## src/rtl/eth_rxv_pkg.sv

```systemverilog
package eth_rxv_pkg;
  localparam logic [7:0]  PRE_BYTE   = 8'h55;
  localparam logic [7:0]  SFD_BYTE   = 8'hD5;
  localparam int          MAC_BYTES  = 6;
  localparam int          TYPE_OFS   = 2 * MAC_BYTES;
  localparam int          HDR_BYTES  = TYPE_OFS + 2;
  localparam int          FCS_BYTES  = 4;
  localparam int          MIN_PAY    = 46;
  localparam logic [15:0] TYPE_FLOOR = 16'h0600;
  localparam int          NSTAT      = 7;

  localparam int ST_ALIGN = 0;
  localparam int ST_FCS   = 1;
  localparam int ST_SHORT = 2;
  localparam int ST_LONG  = 3;
  localparam int ST_JAB   = 4;
  localparam int ST_SYM   = 5;
  localparam int ST_LMIS  = 6;

  typedef enum logic [1:0] {SY_IDLE, SY_PRE, SY_DATA, SY_DROP} sync_st_e;
endpackage

```

## src/rtl/eth_rxv_sync.sv

```systemverilog
module eth_rxv_sync
  import eth_rxv_pkg::*;
#(
  parameter int MIN_PRE = 2
) (
  input  logic       clk,
  input  logic       rst,
  input  logic       i_valid,
  input  logic [7:0] i_byte,
  output logic       o_sfd,
  output logic       o_strobe,
  output logic       o_end
);
  localparam int PCW = $clog2(MIN_PRE + 2);
  localparam logic [PCW-1:0] NEED = PCW'(MIN_PRE);
  localparam logic [PCW-1:0] PMAX = {PCW{1'b1}};

  sync_st_e       st_q;
  logic [PCW-1:0] pcnt_q;

  always_comb begin
    o_sfd    = (st_q == SY_PRE) && i_valid && (i_byte == SFD_BYTE) && (pcnt_q >= NEED);
    o_strobe = (st_q == SY_DATA) && i_valid;
    o_end    = (st_q == SY_DATA) && !i_valid;
  end

  always_ff @(posedge clk) begin
    if (rst) begin
      st_q   <= SY_IDLE;
      pcnt_q <= '0;
    end else begin
      unique case (st_q)
        SY_IDLE: begin
          pcnt_q <= '0;
          if (i_valid) begin
            if (i_byte == PRE_BYTE) begin
              st_q   <= SY_PRE;
              pcnt_q <= PCW'(1);
            end else begin
              st_q <= SY_DROP;
            end
          end
        end
        SY_PRE: begin
          if (!i_valid) begin
            st_q <= SY_IDLE;
          end else if (i_byte == PRE_BYTE) begin
            if (pcnt_q != PMAX) pcnt_q <= pcnt_q + PCW'(1);
          end else if (o_sfd) begin
            st_q <= SY_DATA;
          end else begin
            st_q <= SY_DROP;
          end
        end
        SY_DATA: if (!i_valid) st_q <= SY_IDLE;
        SY_DROP: if (!i_valid) st_q <= SY_IDLE;
        default: st_q <= SY_IDLE;
      endcase
    end
  end
endmodule

```

## src/rtl/eth_rxv_track.sv

```systemverilog
module eth_rxv_track
  import eth_rxv_pkg::*;
#(
  parameter int STD_MAX   = 1518,
  parameter int JUMBO_MAX = 10240,
  parameter int LW        = 14
) (
  input  logic                   clk,
  input  logic                   rst,
  input  logic                   i_sfd,
  input  logic                   i_strobe,
  input  logic [7:0]             i_byte,
  input  logic                   i_rx_er,
  input  logic                   i_jumbo_en,
  output logic [LW-1:0]          o_len,
  output logic                   o_over,
  output logic                   o_rxer_seen,
  output logic [15:0]            o_type,
  output logic [8*MAC_BYTES-1:0] o_da,
  output logic                   o_da_valid,
  output logic                   o_abort
);
  localparam int DAW = 8 * MAC_BYTES;
  typedef logic [LW-1:0] len_t;
  localparam len_t CAP_L   = len_t'(JUMBO_MAX + 1);
  localparam len_t STD_L   = len_t'(STD_MAX);
  localparam len_t JUMBO_L = len_t'(JUMBO_MAX);
  localparam len_t DA_N    = len_t'(MAC_BYTES);
  localparam len_t DA_LAST = len_t'(MAC_BYTES - 1);
  localparam len_t TY_HI   = len_t'(TYPE_OFS);
  localparam len_t TY_LO   = len_t'(TYPE_OFS + 1);

  len_t           len_q, len_inc, limit;
  logic           jumbo_q, rxer_q, aborted_q, abort_q, da_v_q;
  logic [15:0]    type_q;
  logic [DAW-1:0] da_q;

  always_comb begin
    limit   = jumbo_q ? JUMBO_L : STD_L;
    len_inc = (len_q == CAP_L) ? len_q : len_q + len_t'(1);
  end

  always_ff @(posedge clk) begin
    if (rst) begin
      len_q     <= '0;
      jumbo_q   <= 1'b0;
      rxer_q    <= 1'b0;
      aborted_q <= 1'b0;
      abort_q   <= 1'b0;
      da_v_q    <= 1'b0;
      type_q    <= '0;
      da_q      <= '0;
    end else begin
      abort_q <= 1'b0;
      da_v_q  <= 1'b0;
      if (i_sfd) begin
        len_q     <= '0;
        jumbo_q   <= i_jumbo_en;
        rxer_q    <= 1'b0;
        aborted_q <= 1'b0;
      end else if (i_strobe) begin
        len_q <= len_inc;
        if (i_rx_er) rxer_q <= 1'b1;
        if (!aborted_q && ((len_inc > limit) || i_rx_er)) begin
          abort_q   <= 1'b1;
          aborted_q <= 1'b1;
        end
        if (len_q < DA_N)    da_q <= {da_q[DAW-9:0], i_byte};
        if (len_q == DA_LAST) da_v_q <= 1'b1;
        if (len_q == TY_HI)  type_q[15:8] <= i_byte;
        if (len_q == TY_LO)  type_q[7:0]  <= i_byte;
      end
    end
  end

  assign o_len       = len_q;
  assign o_over      = len_q > limit;
  assign o_rxer_seen = rxer_q;
  assign o_type      = type_q;
  assign o_da        = da_q;
  assign o_da_valid  = da_v_q;
  assign o_abort     = abort_q;
endmodule

```

## src/rtl/eth_rxv_judge.sv

```systemverilog
module eth_rxv_judge
  import eth_rxv_pkg::*;
#(
  parameter int MIN_FRAME = 64,
  parameter int LW        = 14
) (
  input  logic             clk,
  input  logic             rst,
  input  logic             i_end,
  input  logic [LW-1:0]    i_len,
  input  logic             i_over,
  input  logic             i_rxer_seen,
  input  logic [15:0]      i_type,
  input  logic             i_fcs_ok,
  input  logic             i_dribble,
  output logic             o_done,
  output logic             o_good,
  output logic [NSTAT-1:0] o_stat
);
  localparam logic [LW-1:0] MIN_L = LW'(MIN_FRAME);

  logic             short_f, bad_fcs, mism;
  logic [31:0]      pay, typ;
  logic [NSTAT-1:0] stat_n;
  logic             done_q, good_q;
  logic [NSTAT-1:0] stat_q;

  always_comb begin
    short_f = i_len < MIN_L;
    bad_fcs = !i_fcs_ok;
    pay     = 32'(i_len) - 32'(HDR_BYTES + FCS_BYTES);
    typ     = 32'(i_type);
    mism    = (i_type < TYPE_FLOOR) &&
              ((typ >= 32'(MIN_PAY)) ? (pay != typ) : (pay != 32'(MIN_PAY)));
    stat_n           = '0;
    stat_n[ST_ALIGN] = i_dribble && bad_fcs && !i_over;
    stat_n[ST_FCS]   = !i_dribble && bad_fcs && !i_over && !short_f;
    stat_n[ST_SHORT] = short_f;
    stat_n[ST_LONG]  = i_over && i_fcs_ok;
    stat_n[ST_JAB]   = i_over && bad_fcs;
    stat_n[ST_SYM]   = i_rxer_seen;
    stat_n[ST_LMIS]  = mism && !short_f && !i_over;
  end

  always_ff @(posedge clk) begin
    if (rst) begin
      done_q <= 1'b0;
      good_q <= 1'b0;
      stat_q <= '0;
    end else begin
      done_q <= i_end;
      good_q <= i_end && i_fcs_ok && !i_rxer_seen && !short_f && !i_over;
      stat_q <= i_end ? stat_n : '0;
    end
  end

  assign o_done = done_q;
  assign o_good = good_q;
  assign o_stat = stat_q;
endmodule

```

## src/rtl/eth_rx_frame_check.sv

```systemverilog
module eth_rx_frame_check
  import eth_rxv_pkg::*;
#(
  parameter int MIN_PRE   = 2,
  parameter int MIN_FRAME = 64,
  parameter int STD_MAX   = 1518,
  parameter int JUMBO_MAX = 10240
) (
  input  logic        clk,
  input  logic        rst,
  input  logic        i_jumbo_en,
  input  logic        i_valid,
  input  logic [7:0]  i_byte,
  input  logic        i_dribble,
  input  logic        i_rx_er,
  input  logic        i_fcs_ok,
  output logic        o_abort,
  output logic        o_done,
  output logic        o_good,
  output logic [6:0]  o_stat,
  output logic [47:0] o_da,
  output logic        o_da_valid
);
  localparam int LW = $clog2(JUMBO_MAX + 2);

  logic          sfd, strobe, fend, over, rxer_seen;
  logic [LW-1:0] len;
  logic [15:0]   typ;

  eth_rxv_sync #(.MIN_PRE(MIN_PRE)) u_sync (
    .clk(clk), .rst(rst), .i_valid(i_valid), .i_byte(i_byte),
    .o_sfd(sfd), .o_strobe(strobe), .o_end(fend)
  );

  eth_rxv_track #(.STD_MAX(STD_MAX), .JUMBO_MAX(JUMBO_MAX), .LW(LW)) u_track (
    .clk(clk), .rst(rst), .i_sfd(sfd), .i_strobe(strobe), .i_byte(i_byte),
    .i_rx_er(i_rx_er), .i_jumbo_en(i_jumbo_en), .o_len(len), .o_over(over),
    .o_rxer_seen(rxer_seen), .o_type(typ), .o_da(o_da),
    .o_da_valid(o_da_valid), .o_abort(o_abort)
  );

  eth_rxv_judge #(.MIN_FRAME(MIN_FRAME), .LW(LW)) u_judge (
    .clk(clk), .rst(rst), .i_end(fend), .i_len(len), .i_over(over),
    .i_rxer_seen(rxer_seen), .i_type(typ), .i_fcs_ok(i_fcs_ok),
    .i_dribble(i_dribble), .o_done(o_done), .o_good(o_good), .o_stat(o_stat)
  );
endmodule

```

## config.mk

```make
export PLATFORM = sky130hd
export DESIGN_NAME = eth_rx_frame_check
export DESIGN_NICKNAME = d
export VERILOG_FILES = /design/src/rtl/eth_rxv_pkg.sv /design/src/rtl/eth_rxv_sync.sv /design/src/rtl/eth_rxv_track.sv /design/src/rtl/eth_rxv_judge.sv /design/src/rtl/eth_rx_frame_check.sv
export SDC_FILE = /design/constraint.sdc
export NUM_CORES = 1
export LEC_CHECK = 0
export CAP_MARGIN = 25
export CORE_ASPECT_RATIO = 0.8
export CORE_MARGIN = 4
export CORE_UTILIZATION = 54
export DETAILED_ROUTE_END_ITERATION = 8
export PLACE_DENSITY = 0.87
export SLEW_MARGIN = 20
export SYNTH_ARGS = -nofsm -noshare
export SYNTH_HDL_FRONTEND = slang
export SYNTH_SLANG_ARGS = --single-unit
```

## constraint.sdc

```tcl
create_clock -name clk -period 4.19 [get_ports clk]
set_clock_uncertainty 0.15 [all_clocks]
set_input_delay 0.838 -clock clk [delete_from_list [all_inputs] [get_ports clk]]
set_output_delay 0.838 -clock clk [all_outputs]
set_load 0.1 [all_outputs]
```

==> flow_summary.ini, run 1 <==
[status]
status = finished clean

[sta]
final.setup.worst_slack_ps = 634.4
maxClockFrequency_ghz = 0.2812
grt_setup_unrepaired = no
drv_slew = 0
slew_headroom_pct = 32.23
timing.final.hold_violations = 0
finalCritPeriodShare_pct = 84.86
hold_ws_ps = 283.6
post-route-min-period_ps = 3556
setup_viol = 0
setup_total_negative_slack_ps = 0
worst_pin_slew_ps = 1013

[layout]
area.growth.synth_to_final_pct = 23.14
drive_above_1_share_pct = 4.874
final_common_cell = sky130_fd_sc_hd__nand2_1
nNetsFinal = 714
count_of_inserted_antenna_diode_cells = 0
final_cell_mix = sky130_fd_sc_hd__nand2_1 (132), sky130_fd_sc_hd__dfxtp_1 (96), sky130_fd_sc_hd__a21oi_1 (77)
final_cell_area_mm2 = 0.006006

[cts]
cts.htree.levels = 3
insertion_delay_ps = 340
cts_repair_resize_count = 0
clkTransAtPathRegs_ps = 60
ctsRootBufferMaster = sky130_fd_sc_hd__clkbuf_16
post_cts_hold_buffer_count = 0
post_cts_setup_repair_bufs = 0
tritoncts = done
number_of_buffers_created_by_cts = 9
max-clock-path-buffers = 2
clock_sink_count = 96

[routing]
final_antenna_net_count = 0
routed-via-count = 4685
drt_wl_total_um = 12960
drt_drc_violations_left = 0
post_drt_via_cell_ratio = 5.938
drtPass1Iterations = 5
avgRoutedWirePerCell_um = 16.43
drt-initial-drc-count = 439

[synth]
yosys_most_used_dff = sky130_fd_sc_hd__dfxtp_1
async_reset_ff_share_pct = 0
syn-instance-count = 615
mappedNetlistArea_mm2 = 0.004877
postSynthAreaPerCell_um2 = 7.930
synth_seq_area_share_pct = 39.40
synth-warning-count = 0
postSynthNetCount = 657
netlist-cell-type-count = 56
synth.ff_latch_count = 96
synth-edff-count = 0

[worst_setup_path]
setup.worst_path.class = flop to flop
worstPathArrival_ps = 3660
worst_setup_path_end_kind = flop
critical_path_launch_point_type = flop
worstPathRequired_ps = 4300
critical_path.max_fanout = 10

[power]
vdd.ir_drop.worst_uv = 247.8
p_total_mw = 1.874
power_report.internal_total_mw = 1.425
sw_frac_of_total_pct = 23.98
pwr-share-comb_pct = 6.7
power.clock.fraction_pct = 43.8
netSwitchingPower_mw = 0.4495
cellLeakagePower_nw = 2.161
sequentialPowerShare_pct = 49.6
power-per-cell-area_mw_per_mm2 = 312.1

[placed_design]
hpwlAfterDp_um = 9283
io_buffers = 73
post_dp_cell_area_mm2 = 0.005710
gpl.final_weighted_congestion = 0.9330
dpl_worst_slack_ps = 732.4

[global_route]
grt_overflow_total = 0
grt_first_pass_wirelength_um = 21120
grt_antenna_before_repair = 0
maximum_number_of_pins_on_one_net_before_global_route_repair = 49
grt_pass1_vias = 4322
gr-usage-all-layers_pct = 24.57

[run]
maxCapViolCount = 0

[floorplan]
chipHeight_um = 93
floorplan.initialDensity_pct = 56.49
floorplan.rows = 30
io_pins = 74
die_w_um = 114.3
core_area_mm2 = 0.008633
dieArea_mm2 = 0.01063

[min_path]
hold_path.class = flop to flop
-- sequential cells by signal, indices dropped and copies added, names as in the netlist --
signal               count
u_judge.o_good           1
u_sync.st_q              2
u_track.o_da_valid       1
u_judge.o_stat           7
u_sync.pcnt_q            2
u_track.o_rxer_seen      1
u_track.o_len           14
u_track.o_da            48
u_track.aborted_q        1
u_track.jumbo_q          1
u_track.o_abort          1
u_judge.o_done           1
u_track.o_type          16
-- power groups by stage --
stage / Clock, mW / Sequential (mW) / Combinational, mW
6_report: 0.820 / 0.929 / 0.125
5_1_grt: 0.869 / 0.929 / 0.134
4_1_cts: 0.831 / 0.929 / 0.124
3_5_place_dp: 0 / 0.949 / 0.123
3_3_place_gp: 0 / 0.949 / 0.118
2_1_floorplan: 0 / 0.971 / 0.0567
-- area by class of cell --
class | instances | area, um2
multi-input cells | 471 | 2783
clock inverters | 6 | 66.31
repair buffers | 84 | 828.3
fillers | 676 | 2628
flip-flops and latches | 96 | 1922
well taps | 112 | 140.1
inverters | 10 | 37.54
clock buffers | 10 | 229.0
-- through the flow --
step / util [%] / cells
finish: 69.57 / 789
global route: 69.57 / 789
CTS: 69.57 / 789
detailed placement: 66.14 / 773
global placement: 65.83 / 772
floorplan: - / 615
-- critical path, cell delays in order (launching register included) --
cell                        delay [ps]
sky130_fd_sc_hd__dfxtp_1           420
sky130_fd_sc_hd__inv_1             290
sky130_fd_sc_hd__ha_1              450
sky130_fd_sc_hd__nand2b_1          120
sky130_fd_sc_hd__nand4b_1          410
sky130_fd_sc_hd__and3_1            340
sky130_fd_sc_hd__xor2_1            200
sky130_fd_sc_hd__ha_1              290
sky130_fd_sc_hd__and4_1            210
sky130_fd_sc_hd__nand2_1            60
sky130_fd_sc_hd__nand4bb_1         130
sky130_fd_sc_hd__o211ai_1          130
sky130_fd_sc_hd__a211oi_1          260
-- synth_stat cells, types with 2 or more instances --
cell / count / share of area [%]
sky130_fd_sc_hd__a211oi_1: 9 / 1.4
sky130_fd_sc_hd__a21oi_1: 77 / 7.9
sky130_fd_sc_hd__a2bb2oi_1: 2 / 0.36
sky130_fd_sc_hd__and2_1: 2 / 0.26
sky130_fd_sc_hd__and3_1: 5 / 0.64
sky130_fd_sc_hd__and4b_1: 2 / 0.41
sky130_fd_sc_hd__buf_1: 3 / 0.23
sky130_fd_sc_hd__buf_2: 6 / 0.62
sky130_fd_sc_hd__clkbuf_1: 27 / 2.1
sky130_fd_sc_hd__dfxtp_1: 96 / 39
sky130_fd_sc_hd__ha_1: 27 / 6.9
sky130_fd_sc_hd__inv_1: 10 / 0.77
sky130_fd_sc_hd__mux2i_1: 4 / 0.82
sky130_fd_sc_hd__nand2_1: 132 / 10
sky130_fd_sc_hd__nand2b_1: 5 / 0.64
sky130_fd_sc_hd__nand3_1: 30 / 3.1
sky130_fd_sc_hd__nand3b_1: 2 / 0.31
sky130_fd_sc_hd__nand4_1: 11 / 1.4
sky130_fd_sc_hd__nand4b_1: 2 / 0.36
sky130_fd_sc_hd__nor2_1: 39 / 3.0
sky130_fd_sc_hd__nor2b_1: 7 / 0.90
sky130_fd_sc_hd__nor3_1: 10 / 1.0
sky130_fd_sc_hd__nor3b_1: 3 / 0.46
sky130_fd_sc_hd__nor4_1: 15 / 1.9
sky130_fd_sc_hd__nor4bb_1: 2 / 0.41
sky130_fd_sc_hd__o21a_1: 3 / 0.46
sky130_fd_sc_hd__o21ai_0: 8 / 0.82
sky130_fd_sc_hd__o31a_1: 3 / 0.54
sky130_fd_sc_hd__or2_2: 3 / 0.38
sky130_fd_sc_hd__or3_1: 2 / 0.26
sky130_fd_sc_hd__or4_1: 5 / 0.77
sky130_fd_sc_hd__xnor2_1: 22 / 4.0
sky130_fd_sc_hd__xor2_1: 18 / 3.2
-- worst paths after layout --
kind	startpoint	endpoint	slack, ps	depth (start not counted)
hold / removal	u_track.aborted_q	u_track.o_abort	280	1
hold reg to reg	u_track.aborted_q	u_track.o_abort	280	1
setup / recovery	u_track.o_len[1]	u_track.o_abort	630	12
setup reg to reg	u_track.o_len[1]	u_track.o_abort	630	12
-- layer usage --
layer | up-vias | wire (um) | GRT usage, %
li1 | 2247 | - | -
met1 | 2205 | 5714 | 34.61
met2 | 210 | 5951 | 38.06
met3 | 23 | 1134 | 5.433
met4 | 0 | 163 | 6.627
met5 | - | 0 | 0
-- kinds of logic (layout without fill, tap and decap cells) --
| logic type | Yosys count | after routing | share of synthesized area [%] |
|---|---|---|---|
| DFF | 96 | 96 | 39.40 |
| xor gates and xnor gates | 40 | 40 | 7.183 |
| adders and majority gates | 27 | 27 | 6.927 |
| buffers and inverters | 48 | 110 | 4.028 |
| AOI/OAI and AO/OA | 117 | 117 | 14.03 |
| and+or+nand+nor | 282 | 282 | 27.37 |
| muxes | 5 | 5 | 1.052 |
Note: power is estimated with default switching activity, not from simulation.
==> run 2, diff against run 1 <==
Settings changed: CORE_UTILIZATION 54 to 49, PLACE_DENSITY 0.87 to 0.83.
Clock period 4.19 ns to 3.1 ns, I/O delays scaled along.
==> run 2 against run 1 <==
  * Hold slack got worse by 12 ps
  * Setup slack got worse by 490 ps
  * Final cell count rose by 5.7%
  * Clock power rose by 32%
  * Highest routed layer unchanged
  * First-iteration DRC count rose by 9.8%
  * Die area rose by 9.4%
  * Clock-buffer cell count fell by 1
  * Combinational power rose by 42%
  * Total power rose by 34%
  * Non-clock buffer count rose by 21
  * Critical endpoint unchanged
  * Maximum frequency rose by 20%
==> flow_summary.ini, run 2 (synthesized netlist as in run 1, its figures left out) <==
[sta]
drv_slew = 0
timing.final.hold_violations = 0
finalCritPeriodShare_pct = 95.22
final.setup.worst_slack_ps = 148.1
slew_headroom_pct = 57.11
hold_ws_ps = 272.1
setup_viol = 0
maxClockFrequency_ghz = 0.3388
post-route-min-period_ps = 2952
worst_pin_slew_ps = 643.3

[routing]
drt_drc_violations_left = 0
drt-initial-drc-count = 482
drtPass1Iterations = 5
final_antenna_net_count = 0
avgRoutedWirePerCell_um = 15.72
drt_wl_total_um = 13110
routed-via-count = 4683
post_drt_via_cell_ratio = 5.615

[layout]
filler_cell_count = 839
drive_above_1_share_pct = 17.19
largest_register_ffs = 48
final_common_cell = sky130_fd_sc_hd__nand2_1
nNetsFinal = 735
seqCellArea_mm2 = 0.001926
final_cell_mix = sky130_fd_sc_hd__nand2_1 (132), sky130_fd_sc_hd__dfxtp_1 (93), sky130_fd_sc_hd__buf_4 (90)
multi_input_comb_area_mm2 = 0.002795
final_cell_area_mm2 = 0.006048
stdcell_count = 834
area.growth.synth_to_final_pct = 24.01
count_of_inserted_antenna_diode_cells = 0

[worst_setup_path]
critical_path_launch_point_type = flop
worst_path_dominant_cell_family = simple AND/OR/NAND/NOR gates
worst_setup_path_end_kind = flop
worstPathRequired_ps = 3170
slowest_delay_ps = 360
setup.worst_path.class = flop to flop
worstPathArrival_ps = 3020
crit_slowest_cell = sky130_fd_sc_hd__dfxtp_2
critical_path.max_fanout = 6
cp_cell_sequence = inv_1 -> buf_4 -> ha_1 -> nand2b_1 -> nand4b_1 -> buf_4 -> nand2_1 -> mux2i_1 -> ha_1 -> nor2b_1 -> o21ai_0 -> nand3_1 -> o2111a_1 -> o211ai_1 -> a211oi_1
worst-path-buf-inv = 3

[placed_design]
gpl.final_weighted_congestion = 0.9020
dpl_worst_slack_ps = 109.4
post_dp_cell_area_mm2 = 0.005728
io_buffers = 73
hpwlAfterDp_um = 9455
numPlacedInstances = 817

[floorplan]
die_w_um = 119.5
floorplan.rows = 32
dieArea_mm2 = 0.01162
io_pins = 74
core_area_mm2 = 0.009689
floorplan.initialDensity_pct = 50.34
chipHeight_um = 97.24

[cts]
cts.htree.levels = 3
tritoncts = done
max-clock-path-buffers = 2
clock_sink_count = 96
ctsRootBufferMaster = sky130_fd_sc_hd__clkbuf_16
clkTransAtPathRegs_ps = 70
number_of_buffers_created_by_cts = 9
insertion_delay_ps = 340
post_cts_hold_buffer_count = 0

[power]
vdd.ir_drop.worst_uv = 318.9
power-per-cell-area_mw_per_mm2 = 414.5
cellLeakagePower_nw = 2.368
p_total_mw = 2.507

[run]
maxCapViolCount = 0

[global_route]
grt_antenna_before_repair = 0
grt_overflow_total = 0
grt_first_pass_wirelength_um = 21400
maximum_number_of_pins_on_one_net_before_global_route_repair = 67
grt_pass1_vias = 4317
gr-usage-all-layers_pct = 22.38

[status]
status = finished clean

[min_path]
hold_path.class = flop to flop
==> run 2: final timing paths <==
check	startpoint	to	slack [ps]	depth (start not counted)
max reg2reg	u_track.o_len[1]	u_track.o_abort	150	15
min	u_track.aborted_q	u_track.o_abort	270	1
max	u_track.o_len[1]	u_track.o_abort	150	15
min reg2reg	u_track.aborted_q	u_track.o_abort	270	1
==> run 2: layer usage <==
layer  part of all wire, %  global-route usage (%)
met5                     0                       0
met4                   1.1                   5.194
met3                   6.2                   4.482
met2                    46                   34.90
met1                    46                   31.98
==> run 2: per-stage QoR <==
| stage | TNS [ps] | util (%) |
|---|---|---|
| 2_1_floorplan | 0 | - |
| 3_3_place_gp | 0 | 59.12 |
| 3_5_place_dp | 0 | 59.12 |
| 4_1_cts | 0 | 62.10 |
| 5_1_grt | -12.43 | 62.42 |
| 6_report | 0 | 62.42 |
==> run 2: area by class of cell <==
cell class                      instances  area share [%]
Clock buffer                            9           3.724
Clock inverter                          7           1.055
Inverter                               10          0.6206
Multi-Input combinational cell        471           46.21
Sequential cell                        96           31.84
Tap cell                              136           2.813
Timing Repair Buffer                  105           13.74
==> run 2: where the power goes <==
| group | internal (mW) | leakage (nW) | switching [mW] |
|---|---|---|---|
| logic | 0.0569 | 1.46 | 0.120 |
| registers | 1.24 | 0.776 | 0.00996 |
| clock network | 0.561 | 0.136 | 0.517 |
==> run 2: worst register-to-register path: cells and delay by family (launching register included) <==
family                     cells  cell delay [ps]
and+or+nand+nor                5              680
muxes                          1               70
DFF                            1              360
AOI/OAI and AO/OA              4              590
adders and majority gates      2              490
buffers and inverters          3              490
==> run 2: timing repair <==
item,4_1_cts,5_1_grt
hold endpoints to repair,0,0
setup buffers,0,1
resized for setup,0,7
endpoints found under the setup margin,0,2
